### config.mk
export PLATFORM = sky130hd
export DESIGN_NAME = gpio_bz_port
export DESIGN_NICKNAME = d
export VERILOG_FILES = /design/src/rtl/gpio_bz_port.sv
export SDC_FILE = /design/constraint.sdc
export NUM_CORES = 1
export LEC_CHECK = 0
export BUFFER_PORTS_ARGS = -buffer_cell sky130_fd_sc_hd__buf_4
export CORE_MARGIN = 1.5
export CORE_UTILIZATION = 40
export CTS_CLUSTER_SIZE = 16
export DETAILED_ROUTE_END_ITERATION = 16
export PLACE_DENSITY = 0.89
export SYNTH_ARGS = -nofsm -noshare
export SYNTH_HDL_FRONTEND = slang
export SYNTH_SLANG_ARGS = --single-unit
### constraint.sdc
create_clock -name clk -period 1.5 [get_ports clk]
set_clock_uncertainty 0.15 [all_clocks]
set_input_delay 0.3 -clock clk [delete_from_list [all_inputs] [get_ports clk]]
set_output_delay 0.3 -clock clk [all_outputs]
set_load 0.005 [all_outputs]
### src/rtl/gpio_bz_port.sv
module gpio_bz_port #(
  parameter int W = 8,
  parameter logic [W-1:0] IMPL = 8'h07
) (
  input  logic         clk,
  input  logic         rst_n,
  input  logic [1:0]   bus_addr,
  input  logic         bus_wr,
  input  logic [W-1:0] bus_wdata,
  output logic [W-1:0] bus_rdata,
  input  logic         bz_opt,
  input  logic         tmr_ovf,
  input  logic [W-1:0] pad_in,
  output logic [W-1:0] pad_out,
  output logic [W-1:0] pad_oe,
  input  logic [W-1:0] wk_pad,
  output logic         wake_req
);
  logic [W-1:0] dat_q, dir_q, drv, pin_st;
  logic [W-1:0] wk1, wk2, wk3;
  logic         bz_q;

  always_ff @(posedge clk or negedge rst_n) begin
    if (!rst_n) begin
      dat_q <= '1;
      dir_q <= '1;
      bz_q  <= 1'b0;
      wk1   <= '1;
      wk2   <= '1;
      wk3   <= '1;
    end else begin
      if (bus_wr && bus_addr == 2'd0) dat_q <= bus_wdata;
      if (bus_wr && bus_addr == 2'd1) dir_q <= bus_wdata;
      if (tmr_ovf) bz_q <= ~bz_q;
      wk1 <= wk_pad;
      wk2 <= wk1;
      wk3 <= wk2;
    end
  end

  always_comb begin
    drv = dat_q;
    if (bz_opt) begin
      drv[0] = dat_q[0] & bz_q;
      drv[1] = dat_q[0] & ~bz_q;
    end
  end

  assign pad_oe  = ~dir_q & IMPL;
  assign pad_out = drv & pad_oe;
  assign pin_st  = pad_out | (dir_q & pad_in & IMPL);

  always_comb begin
    case (bus_addr)
      2'd0:    bus_rdata = pin_st;
      2'd1:    bus_rdata = dir_q & IMPL;
      2'd2:    bus_rdata = wk2 & IMPL;
      default: bus_rdata = '0;
    endcase
  end

  assign wake_req = |(wk3 & ~wk2 & IMPL);
endmodule


==> key figures <==
Clocking
  – Sink Count: 16
  – Clock root buffer: clkbuf_4
  – Clock Latency Late Sink: 0.27 ns
  – H-tree levels: 1
  – Clock slew at reported path FFs: 0.09 ns
  – CTS tree: yes
  – CTS max path bufs: 2
  – Num CTS Buffers: 3

Status
  – Failing checks: setup timing
  – Status: finished, violations left

Timing
  – Setup TNS Final: -1.92 ns
  – Tmin final: 1.88 ns
  – Final Max Tran Viols: 0
  – RSZ-0062 raised after global routing: yes
  – Slack of the critical path: -0.377 ns
  – Period utilization: 1.25
  – Final setup vio count: 10
  – Fmax achieved: 533 MHz
  – Final Hold Fails: 0

Global route
  – Total GRT Usage: 0.153
  – Largest net degree at the start of global routing: 17
  – Initial antenna violation count: 0
  – Number of global-route vias before repair: 590
  – GRT overflow: 0
  – First-pass GRT wire length: 2.44 mm

Yosys
  – Post-Syn Area: 812 µm²
  – Sequential area share after synthesis: 0.516
  – FFs w/ async S/R, synth: 1.00
  – Mapped Cells: 71
  – #FFs+latches synth: 16
  – Post-synth cell types: 25
  – Synth Flop Type: dfstp_2
  – EDFF count, synth: 0
  – Yosys warnings: 0
  – Post-synthesis area per instance: 11.4 µm²

Finish
  – Fillers: 162
  – Net count, final: 142
  – Ant diodes: 0
  – Area Overhead vs Synth: 45.8%
  – Layout cells sized above 1: 0.664

Power
  – Pwr Density: 1050 nW/µm²
  – Pleak: 0.000572 µW
  – Peak VDD IR: 768 µV

Die
  – Die area: 2310 µm²
  – Horiz. Die Dim: 48.1 µm
  – Core area: 1940 µm²
  – Initial core utilization: 0.418
  – Die Y: 48.1 µm
  – Cell Rows: 16
  – # IOs: 56

Route
  – Final ANT Viol Nets: 0
  – Via density: 4.44
  – Initial DRC count: 0
  – Routed Wire Length: 1.77 mm
  – Via count: 608
  – DRC: 0
  – Drt pass-1 iters: 1
  – Wire per inst: 12.9 µm

Setup path
  – Crit path launch type: register
  – Max FO, Critical Path: 2
  – Crit end category: primary output
  – Worst Path Required: 1.05 ns
  – Worst EP arrival: 1.43 ns
  – Critical setup path kind: reg2out

Worst hold path
  – HP Class: in2reg

Placement
  – Post-DP HPWL: 1.10 mm
  – Port Buffers: 25
  – Gpl congestion: 0.699
  – Pre-CTS WS: -0.121 ns

Run
  – Max-capacitance violation count: 0
-- worst paths after layout --
path	start	endpoint	slack (ns)	cells past startpoint
setup reg to reg	dat_q[0]	dat_q[0]	0.40	3
hold / removal	tmr_ovf	bz_q	0.04	2
max in group asynchronous	rst_n	wk2[0]	0.69	2
hold reg to reg	wk1[2]	wk2[2]	0.21	0
min in group asynchronous	rst_n	bz_q	0.25	2
setup / recovery	dat_q[1]	bus_rdata[1]	-0.38	4
-- cell families after synthesis --
family	share of synthesized area
simple gates	0.0863
flops	0.516
compound gates	0.0971
buf+inv	0.203
mux	0.0817
xor+xnor	0.0108
other cells	0.00462
-- flip-flops by register name, summed over array words and instances (netlist names) --
name / cells
wk3: 3
bz_q: 1
dir_q: 3
wk2: 3
wk1: 3
dat_q: 3
-- final cells by class --
| type | count | area, µm² | share of cell area |
|---|---|---|---|
| timing repair buffer | 38 | 325 | 0.275 |
| sequential | 16 | 419 | 0.354 |
| inverter | 8 | 30.0 | 0.0254 |
| tap | 27 | 33.8 | 0.0285 |
| multi-input combinational | 44 | 339 | 0.286 |
| clock buffer | 4 | 36.3 | 0.0307 |
-- layout by cell type, fill, tap and decap left out, drive strengths merged --
cell	netlist	routed
nor3b	1	1
o211ai	1	1
conb	1	15
o41ai	1	1
o22ai	1	1
inv	8	8
a31oi	1	1
o32a	1	1
a211oi	1	1
dlygate4sd3	0	4
buf	17	34
xor2	1	1
dfstp	15	15
nand3	1	1
mux2	5	5
nand2b	1	1
clkbuf	0	4
nor2b	2	2
dfrtp	1	1
mux2i	1	1
nand2	3	3
o21ai	3	3
o221ai	1	1
nor2	3	3
a21o	1	1
-- critical path: stages, from the launching register on --
cell and delay (ns):
dfstp_2 0.54, nor2b_4 0.14, a31oi_2 0.05, o41ai_2 0.25
buf_4 0.17
-- power breakdown --
part	internal, µW	total (µW)	leakage (µW)	switching (µW)
Sequential	521	567	0.000169	46.1
Clock	147	275	0.0000210	127
Combinational	237	398	0.000381	161
Total	905	1240	0.000572	334
-- cells in the mapped netlist (2+ instances only) --
cell / instances / area, µm²
mux2_2: 5 / 56.3
o21ai_0: 3 / 15.0
buf_4: 15 / 113
nor2b_1: 2 / 12.5
nand2_1: 3 / 11.3
buf_6: 2 / 22.5
dfstp_2: 15 / 394
inv_1: 7 / 26.3
nor2_1: 3 / 11.3
-- layer usage --
metal	up-vias	GRT usage	wire length (µm)
met5	-	0	0
met4	0	0.0595	35
met3	4	0.0302	95
met2	31	0.259	937
met1	292	0.190	705
li1	281	-	-
-- timing repair --
item	CTS	global route
pin swaps	3	3
hold buffers	4	0
endpoints found under the setup margin	8	10
hold endpoints to repair	19	0
gates resized for setup	20	5
setup buffers	6	4
-- metrics by stage --
step / hold WS (ns) / area [µm²] / std cells / utilization / power [µW]
final: 0.0372 / 1180 / 137 / 0.610 / 1240
after global placement: 0.00572 / 988 / 125 / 0.509 / 824
after CTS: 0.0342 / 1160 / 135 / 0.598 / 1200
after floorplan: -0.146 / 865 / 85 / - / 710
after global routing: 0.0376 / 1180 / 137 / 0.610 / 1310
after detailed placement: 0.0149 / 988 / 125 / 0.509 / 834
Power figures use the tool's default switching activity.
